### config.mk
export PLATFORM = sky130hd
export DESIGN_NAME = dio_stream
export DESIGN_NICKNAME = d
export VERILOG_FILES = /design/src/rtl/dio_stream_pkg.sv /design/src/rtl/pace_tick_gen.sv /design/src/rtl/sync_fifo.sv /design/src/rtl/pin_sync.sv /design/src/rtl/dio_stream.sv
export SDC_FILE = /design/constraint.sdc
export NUM_CORES = 1
export LEC_CHECK = 0
export BUFFER_PORTS_ARGS = -buffer_cell sky130_fd_sc_hd__buf_2
export CAP_MARGIN = 20
export CORE_UTILIZATION = 50
export DETAILED_ROUTE_END_ITERATION = 8
export PLACE_DENSITY_LB_ADDON = 0.25
export SYNTH_ARGS = -nofsm -noshare
export SYNTH_HDL_FRONTEND = slang
export SYNTH_SLANG_ARGS = --single-unit
### constraint.sdc
create_clock -name clk_i -period 3.2 [get_ports clk_i]
set_input_delay 0.64 -clock clk_i [delete_from_list [all_inputs] [get_ports clk_i]]
set_output_delay 0.64 -clock clk_i [all_outputs]
set_load 0.03 [all_outputs]
### src/rtl/dio_stream_pkg.sv
package dio_stream_pkg;
  typedef enum logic [2:0] {
    REG_CTRL = 3'd0,
    REG_DIV  = 3'd1,
    REG_DIR  = 3'd2,
    REG_STAT = 3'd3,
    REG_RXD  = 3'd4,
    REG_TXD  = 3'd5,
    REG_LVL  = 3'd6
  } reg_addr_e;

  localparam int STAT_OVF = 0;
  localparam int STAT_UNF = 1;
  localparam int STAT_RXE = 2;
  localparam int STAT_TXF = 3;
endpackage

### src/rtl/pace_tick_gen.sv
module pace_tick_gen #(
  parameter int DIV_W = 16
) (
  input  logic             clk_i,
  input  logic             rst_ni,
  input  logic             en_i,
  input  logic [DIV_W-1:0] div_i,
  output logic             tick_o,
  output logic [DIV_W-1:0] cnt_o
);
  logic [DIV_W-1:0] cnt_q;

  assign tick_o = en_i && (cnt_q == div_i);
  assign cnt_o  = cnt_q;

  always_ff @(posedge clk_i or negedge rst_ni) begin
    if (!rst_ni)      cnt_q <= '0;
    else if (!en_i)   cnt_q <= '0;
    else if (tick_o)  cnt_q <= '0;
    else              cnt_q <= cnt_q + 1'b1;
  end
endmodule

### src/rtl/sync_fifo.sv
module sync_fifo #(
  parameter int W     = 12,
  parameter int DEPTH = 8,
  localparam int AW   = (DEPTH > 1) ? $clog2(DEPTH) : 1,
  localparam int CW   = $clog2(DEPTH + 1)
) (
  input  logic          clk_i,
  input  logic          rst_ni,
  input  logic          push_i,
  input  logic [W-1:0]  wdata_i,
  input  logic          pop_i,
  output logic [W-1:0]  rdata_o,
  output logic          full_o,
  output logic          empty_o,
  output logic [CW-1:0] count_o
);
  logic [W-1:0]  mem_q [DEPTH];
  logic [AW-1:0] wr_ptr_q, rd_ptr_q;
  logic [CW-1:0] cnt_q;
  logic          do_push, do_pop;

  assign full_o  = (cnt_q == CW'(DEPTH));
  assign empty_o = (cnt_q == '0);
  assign count_o = cnt_q;
  assign do_push = push_i && !full_o;
  assign do_pop  = pop_i && !empty_o;
  assign rdata_o = empty_o ? '0 : mem_q[rd_ptr_q];

  function automatic logic [AW-1:0] nxt(input logic [AW-1:0] p);
    return (p == AW'(DEPTH - 1)) ? '0 : p + 1'b1;
  endfunction

  always_ff @(posedge clk_i) begin
    if (do_push) mem_q[wr_ptr_q] <= wdata_i;
  end

  always_ff @(posedge clk_i or negedge rst_ni) begin
    if (!rst_ni) begin
      wr_ptr_q <= '0;
      rd_ptr_q <= '0;
      cnt_q    <= '0;
    end else begin
      if (do_push) wr_ptr_q <= nxt(wr_ptr_q);
      if (do_pop)  rd_ptr_q <= nxt(rd_ptr_q);
      case ({do_push, do_pop})
        2'b10:   cnt_q <= cnt_q + 1'b1;
        2'b01:   cnt_q <= cnt_q - 1'b1;
        default: cnt_q <= cnt_q;
      endcase
    end
  end
endmodule

### src/rtl/pin_sync.sv
module pin_sync #(
  parameter int W      = 12,
  parameter int STAGES = 2
) (
  input  logic         clk_i,
  input  logic         rst_ni,
  input  logic [W-1:0] d_i,
  output logic [W-1:0] q_o
);
  logic [W-1:0] st_q [STAGES];

  generate
    for (genvar s = 0; s < STAGES; s++) begin : g_stage
      always_ff @(posedge clk_i or negedge rst_ni) begin
        if (!rst_ni)     st_q[s] <= '0;
        else if (s == 0) st_q[s] <= d_i;
        else             st_q[s] <= st_q[(s > 0) ? s - 1 : 0];
      end
    end
  endgenerate

  assign q_o = st_q[STAGES-1];
endmodule

### src/rtl/dio_stream.sv
module dio_stream
  import dio_stream_pkg::*;
#(
  parameter int PIN_W      = 12,
  parameter int FIFO_DEPTH = 8,
  parameter int DIV_W      = 16,
  parameter int BUS_W      = 16,
  parameter int SYNC_STG   = 2
) (
  input  logic             clk_i,
  input  logic             rst_ni,
  input  logic             cs_i,
  input  logic             we_i,
  input  logic [2:0]       addr_i,
  input  logic [BUS_W-1:0] wdata_i,
  output logic [BUS_W-1:0] rdata_o,
  input  logic [PIN_W-1:0] pin_i,
  output logic [PIN_W-1:0] pin_o,
  output logic [PIN_W-1:0] pin_oe_o
);
  localparam int CW = $clog2(FIFO_DEPTH + 1);

  logic             en_q, ovf_q, unf_q;
  logic [DIV_W-1:0] div_q, cnt;
  logic [PIN_W-1:0] dir_q, drive_q, pin_s;
  logic             tick, wr, rd, clr_ovf, clr_unf;
  logic [PIN_W-1:0] rx_rdata, tx_rdata;
  logic             rx_full, rx_empty, tx_full, tx_empty, rx_pop, tx_push;
  logic [CW-1:0]    rx_cnt, tx_cnt;

  assign wr      = cs_i && we_i;
  assign rd      = cs_i && !we_i;
  assign clr_ovf = wr && (addr_i == REG_STAT) && wdata_i[STAT_OVF];
  assign clr_unf = wr && (addr_i == REG_STAT) && wdata_i[STAT_UNF];
  assign rx_pop  = rd && (addr_i == REG_RXD);
  assign tx_push = wr && (addr_i == REG_TXD);

  pace_tick_gen #(.DIV_W(DIV_W)) u_tick (
    .clk_i(clk_i), .rst_ni(rst_ni), .en_i(en_q), .div_i(div_q),
    .tick_o(tick), .cnt_o(cnt)
  );

  pin_sync #(.W(PIN_W), .STAGES(SYNC_STG)) u_sync (
    .clk_i(clk_i), .rst_ni(rst_ni), .d_i(pin_i), .q_o(pin_s)
  );

  sync_fifo #(.W(PIN_W), .DEPTH(FIFO_DEPTH)) u_rx (
    .clk_i(clk_i), .rst_ni(rst_ni),
    .push_i(tick), .wdata_i(pin_s & ~dir_q),
    .pop_i(rx_pop), .rdata_o(rx_rdata),
    .full_o(rx_full), .empty_o(rx_empty), .count_o(rx_cnt)
  );

  sync_fifo #(.W(PIN_W), .DEPTH(FIFO_DEPTH)) u_tx (
    .clk_i(clk_i), .rst_ni(rst_ni),
    .push_i(tx_push), .wdata_i(wdata_i[PIN_W-1:0]),
    .pop_i(tick), .rdata_o(tx_rdata),
    .full_o(tx_full), .empty_o(tx_empty), .count_o(tx_cnt)
  );

  always_ff @(posedge clk_i or negedge rst_ni) begin
    if (!rst_ni) begin
      en_q    <= 1'b0;
      div_q   <= '0;
      dir_q   <= '0;
      ovf_q   <= 1'b0;
      unf_q   <= 1'b0;
      drive_q <= '0;
    end else begin
      if (wr && addr_i == REG_CTRL) en_q  <= wdata_i[0];
      if (wr && addr_i == REG_DIV)  div_q <= wdata_i[DIV_W-1:0];
      if (wr && addr_i == REG_DIR)  dir_q <= wdata_i[PIN_W-1:0];
      // a new event outranks a same-cycle clear
      ovf_q <= (ovf_q && !clr_ovf) || (tick && rx_full);
      unf_q <= (unf_q && !clr_unf) || (tick && tx_empty);
      if (tick && !tx_empty) drive_q <= tx_rdata;
    end
  end

  assign pin_o    = drive_q;
  assign pin_oe_o = dir_q;

  always_comb begin
    rdata_o = '0;
    case (addr_i)
      REG_CTRL: rdata_o[0] = en_q;
      REG_DIV:  rdata_o[DIV_W-1:0] = div_q;
      REG_DIR:  rdata_o[PIN_W-1:0] = dir_q;
      REG_STAT: begin
        rdata_o[STAT_OVF] = ovf_q;
        rdata_o[STAT_UNF] = unf_q;
        rdata_o[STAT_RXE] = rx_empty;
        rdata_o[STAT_TXF] = tx_full;
      end
      REG_RXD:  rdata_o[PIN_W-1:0] = rx_rdata;
      REG_LVL: begin
        rdata_o[CW-1:0]   = rx_cnt;
        rdata_o[8+CW-1:8] = tx_cnt;
      end
      default:  rdata_o = '0;
    endcase
  end
endmodule

## Yosys cells after proc, flatten, opt, wreduce, memory -nomap -nowiden

Memory sizes are Yosys's and may differ from the RTL's. A register that Yosys moved wholly into a read port is not among the register bits.
Index checks and enable logic that the tools add are counted.

| storage, ports and cells | value |
|---|---|
| register bits | 91 |
| input port bits | 35 |
| logic and storage cells | 96 |
| output and inout port bits | 40 |
| memories | 2 |
| memory bits (writable) | 192 |

| operators by class | value |
|---|---|
| reduce and logical (&&, ||, !) cells | 34 |
| add/subtract/negate cells | 9 |
| muxes and demuxes | 18 |
| bitwise operators | 2 |
| equality and inequality tests | 17 |

Memory list:

| memory | depth | width | read ports | clocked after Yosys merged registers in | write ports | line | source |
|---|---|---|---|---|---|---|---|
| u_rx.mem_q | 8 | 12 | 1 | 0 | 1 | sync_fifo.sv:17 | `logic [W-1:0] mem_q [DEPTH];` |
| u_tx.mem_q | 8 | 12 | 1 | 1 | 1 | sync_fifo.sv:17 |  |

Operators by type and width:

| kind | count |
|---|---|
| $mux 16 | 2 |
| $eq 3x3->1 const B | 7 |
| $logic_and 1x1->1 | 19 |
| $add 16x1->16 const B | 1 |
| $eq 16x16->1 | 1 |
| $pmux 4 s2 | 2 |
| $pmux 4 s4 | 1 |
| $pmux 3 s5 | 1 |
| $add 3x1->3 const B | 4 |
| $and 12x12->12 | 1 |
| $mux 12 | 1 |
| $mux 3 | 4 |
| $not 12->12 | 1 |
| $pmux 4 s3 | 1 |
| $add 4x1->4 const B | 2 |
| $eq 4x4->1 const B | 2 |
| $logic_not 1->1 | 8 |
| $logic_not 4->1 | 2 |
| $sub 4x1->4 const B | 2 |
| $eq 3x2->1 const B | 2 |
| $pmux 1 s6 | 1 |
| $eq 2x1->1 const B | 2 |
| $eq 2x2->1 const B | 2 |
| $mux 1 | 4 |
| 5 further kinds | 7 |

## Logic depth before layout (Yosys ltp)

| logic depth | value |
|---|---|
| word-level depth | 6 |
| mapped depth | 13 |
| depth with buffers taken out | 11 |

## Modules after synthesis

Synthesis repeated with hierarchy kept, for this count alone.

| second synthesis, totals | value |
|---|---|
| cell total of the unflattened synthesis | 733 |
| area, all modules | 12497.0 um^2 |

Modules (own cells, without submodules):

| module | area an instance (um^2) | cells an instance | sequential area each (um^2) | instances |
|---|---|---|---|---|
| sync_fifo (u_tx) | 4332.9 | 215 | 3133.0 | 1 |
| sync_fifo (u_rx) | 4311.6 | 213 | 3133.0 | 1 |
| dio_stream | 2212.1 | 172 | 1076.0 | 1 |
| pace_tick_gen | 949.7 | 97 | 400.4 | 1 |
| pin_sync | 690.7 | 36 | 600.6 | 1 |

## Least setup slack after synthesis

Ideal clock, no wire load.

| timing path | value |
|---|---|
| path kind | register -> register |
| start point | register u_tick.cnt_q[6], in the netlist u_tick.cnt_o[6] |
| end point | memory u_rx.mem_q[2][0], enable pin |
| stages on the path, launching flop included | 7 |
| path slack | -0.321 ns |
| buffers on the path | 1 |
| library setup time | 0.417 ns |
| required time | 2.783 ns |
| clock period less this slack | 3.521 ns |
| arrival | 3.104 ns |
| cell sequence | dfrtp_1 -> nor2b_1 -> a2111o_1 -> or3_4 -> nand3b_1 -> buf_1 -> nor4b_1 |

| between the ends | value |
|---|---|
| cells in the longest elaborated chain, start to end | 5 |

RTL lines:

| what | line | source |
|---|---|---|
| start, declared | pace_tick_gen.sv:11 | `logic [DIV_W-1:0] cnt_q;` |
| start signal, assigned | pace_tick_gen.sv:20 | `else cnt_q <= cnt_q + 1'b1;` |
| $eq 16x16->1 | pace_tick_gen.sv:13 | `assign tick_o = en_i && (cnt_q == div_i);` |
| $logic_and 1x1->1 | pace_tick_gen.sv:13 |  |
| $logic_and 1x1->1 | sync_fifo.sv:25 | `assign do_push = push_i && !full_o;` |
| $mux 1 | sync_fifo.sv:34 | `if (do_push) mem_q[wr_ptr_q] <= wdata_i;` |
| $mux 1 (implied by the code) | sync_fifo.sv:34 |  |
| end, declared | sync_fifo.sv:17 |  |

Every way passes these cells.

## Worst setup path in the final report

| timing path | value |
|---|---|
| start point | register u_rx.cnt_q[1], in the netlist u_rx.count_o[1] |
| end point | output rdata_o[10] |

| between the ends | value |
|---|---|
| cells in the longest elaborated chain, start to end | 3 |

RTL lines:

| what | line | source |
|---|---|---|
| start, declared | sync_fifo.sv:19 | `logic [CW-1:0] cnt_q;` |
| start signal, assigned | sync_fifo.sv:46 | `2'b10: cnt_q <= cnt_q + 1'b1;` |
| start signal, assigned | sync_fifo.sv:47 | `2'b01: cnt_q <= cnt_q - 1'b1;` |
| start signal, assigned | sync_fifo.sv:48 | `default: cnt_q <= cnt_q;` |
| $logic_not 4->1 | sync_fifo.sv:23 | `assign empty_o = (cnt_q == '0);` |
| $mux 12 | sync_fifo.sv:27 | `assign rdata_o = empty_o ? '0 : mem_q[rd_ptr_q];` |
| $pmux 4 s4 | dio_stream.sv:85 | `case (addr_i)` |
| end, declared | dio_stream.sv:16 | `output logic [BUS_W-1:0] rdata_o,` |

Every way passes these cells.

==> reports/summary.log <==
INFO  run_status     status=finished, final reports clean
INFO  clock_network  clkTransAtPathRegs=0.06ns
INFO  yosys          synth-main-ff-cell=sky130_fd_sc_hd__edfxtp_1
INFO  floorplan      floorplan.core_area=0.0235sqmm
INFO  min_path       worstHoldPathType=primary input to async pin
INFO  worst_setup_path r2r-start=u_tick.cnt_o[6]$_DFF_PN0_
INFO  yosys          synthMostInstantiatedCell=sky130_fd_sc_hd__edfxtp_1
INFO  worst_setup_path worst-endpoint-required=2.56ns
INFO  floorplan      initial_core_util=0.512
INFO  global_routing first_global_vias=6743
INFO  global_routing gr-total-overflow=0
INFO  floorplan      row_count=56
INFO  floorplan      die-area=0.0248sqmm
INFO  yosys          synth_cell_types=52
INFO  clock_network  cts_htree_levels=1
INFO  power_and_ir_drop power_per_cell_area=676mW/mm^2
INFO  timing         max_freq=0.326GHz
INFO  worst_setup_path worstSetupEndpointType=output pin
INFO  timing         finalSetupViolCount=0
INFO  yosys          synth.area.top_cells=sky130_fd_sc_hd__edfxtp_1 (48%), sky130_fd_sc_hd__dfrtp_1 (21%), sky130_fd_sc_hd__mux4_2 (9.0%), sky130_fd_sc_hd__mux2_1 (3.5%), sky130_fd_sc_hd__ha_1 (1.6%)
INFO  worst_setup_path timing.critical_path.from=u_rx.count_o[1]$_DFFE_PN0P_
INFO  layout         filler_cell_count=1790
INFO  yosys          yosysTopAreaCell=sky130_fd_sc_hd__edfxtp_1
INFO  timing         setup_repair_after_global_routing_missed_its_margin=false
INFO  yosys          post_synth_inst_count=699
INFO  drt            drt_wl_total=25100microns
INFO  yosys          syn-cell-area=0.0121sqmm
INFO  timing         whs=0.0934ns
INFO  place          finalWeightedCongestion=0.899
INFO  layout         count_of_inserted_antenna_diode_cells=0
INFO  job            max_cap_violations=0
INFO  place          dpl.hpwl=17000microns
INFO  clock_network  clkSinkCount=295
INFO  drt            detail_route.first_pass.iterations=5
INFO  power_and_ir_drop ir_drop=0.000426V
INFO  floorplan      num_io_pins=75
INFO  clock_network  cts-resized-gates=0
INFO  layout         drive_gt1_frac=0.299
INFO  global_routing global_route_total_usage_across_every_layer=0.211
INFO  layout         finish.net_count=863
INFO  clock_network  post_cts_hold_buffer_count=0
INFO  yosys          synth-warning-count=0
INFO  timing         final_hold_violating_endpoints=0
INFO  worst_setup_path worstSetupEndpoint=rdata_o[10]
INFO  place          portBuffers=74
INFO  worst_setup_path crit_path_max_fanout=12
INFO  global_routing grt_antenna_before_repair=0
INFO  drt            drc_violation_count_after_routing=0
INFO  yosys          synthesis.nets=749
INFO  yosys          count_of_flip_flops_with_a_built_in_enable_after_synthesis=192
INFO  yosys          synthArstFlopShare=0.349
INFO  floorplan      dieHeight=157microns
INFO  yosys          yosys-top-cells-count=sky130_fd_sc_hd__edfxtp_1 (192), sky130_fd_sc_hd__dfrtp_1 (103), sky130_fd_sc_hd__mux4_2 (48)
INFO  worst_setup_path worstRegToRegCells=11
INFO  yosys          syn-mean-instance-area=17.3squm
INFO  clock_network  setup_bufs_post_cts=0
INFO  drt            via_per_inst=5.70
INFO  floorplan      die_width=157microns
INFO  worst_setup_path start_kind=flop
INFO  clock_network  cts_bufs_inserted=30
INFO  layout         signed_area_change_from_the_synthesized_netlist_to_the_final_layout=16.8%
INFO  timing         slew_headroom=0.462
INFO  drt            post_route_antenna_net_violation_count=0
INFO  clock_network  cts_tree=done
INFO  yosys          synth_seq_area_share=0.692
INFO  power_and_ir_drop power.static_leakage=5.33nW
INFO  yosys          synth_largest_type_area_fraction=0.478
INFO  place          dp.cells=1100
INFO  worst_setup_path kind_of_critical_path=flop to output pin
INFO  clock_network  clock_tree.buffer_depth=3
INFO  timing         final.period_utilization=0.958
INFO  timing         drv_slew=0
INFO  worst_setup_path worst-endpoint-arrival=2.43ns
INFO  global_routing largest_net_degree_at_the_start_of_global_routing=45
INFO  drt            wl_per_cell=21.7microns
INFO  global_routing grt_pass1_wl=38700microns
INFO  worst_setup_path reg2reg_slack=0.38ns
INFO  worst_setup_path worstReg2RegEnd=u_rx.count_o[2]$_DFFE_PN0P_
INFO  clock_network  cts-root-buf=sky130_fd_sc_hd__clkbuf_16
INFO  clock_network  worst_skew_late_latency=0.54ns
INFO  yosys          synth_seq_cells=295
INFO  timing         finalClockSkew=0.0126ns
INFO  drt            detailedRoute.firstIterationViolations=547
INFO  timing         max_slew.worst_pin.slew=0.807ns
INFO  drt            vias=6584
INFO  timing         period_needed=3.07ns
INFO  layout         final_cells=1156
sequential cells by signal, indices dropped and copies added (netlist names), 4 cells and up:
name,flops
pin_o,12
u_tx.count_o,4
u_sync.st_q,12
u_rx.mem_q,96
u_tick.cnt_o,16
u_rx.count_o,4
div_q,16
pin_oe_o,12
u_tx.mem_q,96
u_sync.q_o,12
how the worst min path moves through the flow:
stage | startpoint | endpoint | slack (ns) | depth (start not counted)
6_report | rst_ni | pin_o[4]$_DFFE_PN0P_ | 0.09 | 1
5_1_grt | rst_ni | u_tx.rd_ptr_q[1]$_DFFE_PN0P_ | 0.12 | 1
4_1_cts | rst_ni | u_tx.rd_ptr_q[1]$_DFFE_PN0P_ | 0.11 | 1
3_5_place_dp | u_sync.st_q[14]$_DFF_PN0_ | u_sync.q_o[2]$_DFF_PN0_ | 0.33 | 0
3_3_place_gp | u_sync.st_q[14]$_DFF_PN0_ | u_sync.q_o[2]$_DFF_PN0_ | 0.33 | 0
2_1_floorplan | u_sync.st_q[12]$_DFF_PN0_ | u_sync.q_o[0]$_DFF_PN0_ | 0.33 | 0
per-stage QoR:
stage / power [mW] / setup WS [ns] / instance area (sq um) / TNS (ns) / util
floorplan: 5.60 / -0.321 / 12100 / -11.45 / -
global placement: 6.09 / 0.282 / 13100 / 0 / 0.556
detailed placement: 6.16 / 0.252 / 13100 / 0 / 0.556
CTS: 9.60 / 0.100 / 14100 / 0 / 0.599
global route: 9.89 / 0.0489 / 14100 / 0 / 0.599
finish: 9.52 / 0.134 / 14100 / 0 / 0.599
cells by family (layout without fill, tap and decap cells):
family / after synthesis / in the layout / synth area share
muxes: 125 / 125 / 0.163
buffers and inverters: 41 / 179 / 0.0139
adders and majority gates: 15 / 15 / 0.0156
xor gates and xnor gates: 35 / 35 / 0.0254
and+or+nand+nor: 136 / 136 / 0.0610
DFF: 295 / 295 / 0.692
AOI/OAI and AO/OA: 52 / 52 / 0.0295
cell usage in the layout (no fill, tap or decap), drive strengths merged, types with 6 or more instances in the layout:
cell,count
mux2i,15
nand3,9
a21oi,6
clkbuf,43
nor3,14
buf,115
nor4,7
ha,15
xnor2,20
nor2b,19
edfxtp,192
and2,6
nand2,18
a22oi,11
dfrtp,103
and3,6
o21ai,13
nor2,30
xor2,15
inv,12
mux2,62
mux4,48
o221ai,6
power by group:
group | leakage [nW] | internal [mW] | switching [mW] | total (mW)
logic | 1.80 | 0.683 | 0.827 | 1.51
registers | 3.05 | 4.29 | 0.277 | 4.57
clock network | 0.486 | 2.01 | 1.43 | 3.44
metal layers:
layer / GRT usage / routed length [microns] / vias to the layer above
li1: - / - / 2940
met1: 0.292 / 10500 / 3393
met2: 0.352 / 12700 / 217
met3: 0.0270 / 1520 / 34
met4: 0.0583 / 425 / 0
met5: 0 / 0 / -
final cells by class:
class	instances	area, sq um	area share
sequential	295	8340	0.592
multi-input combinational	363	3610	0.256
clock buffer	43	923	0.0655
timing repair buffer	115	706	0.0501
tap	319	399	0.0283
clock inverter	13	83.8	0.00595
inverter	8	30.0	0.00213
critical path, stage by stage (launching register included):
cell	delay, ns
sky130_fd_sc_hd__dfrtp_1	0.50
sky130_fd_sc_hd__nor4_1	0.11
sky130_fd_sc_hd__or4b_1	0.50
sky130_fd_sc_hd__buf_4	0.21
sky130_fd_sc_hd__o221ai_1	0.29
sky130_fd_sc_hd__buf_2	0.27
(Power assumes the default switching activity.)
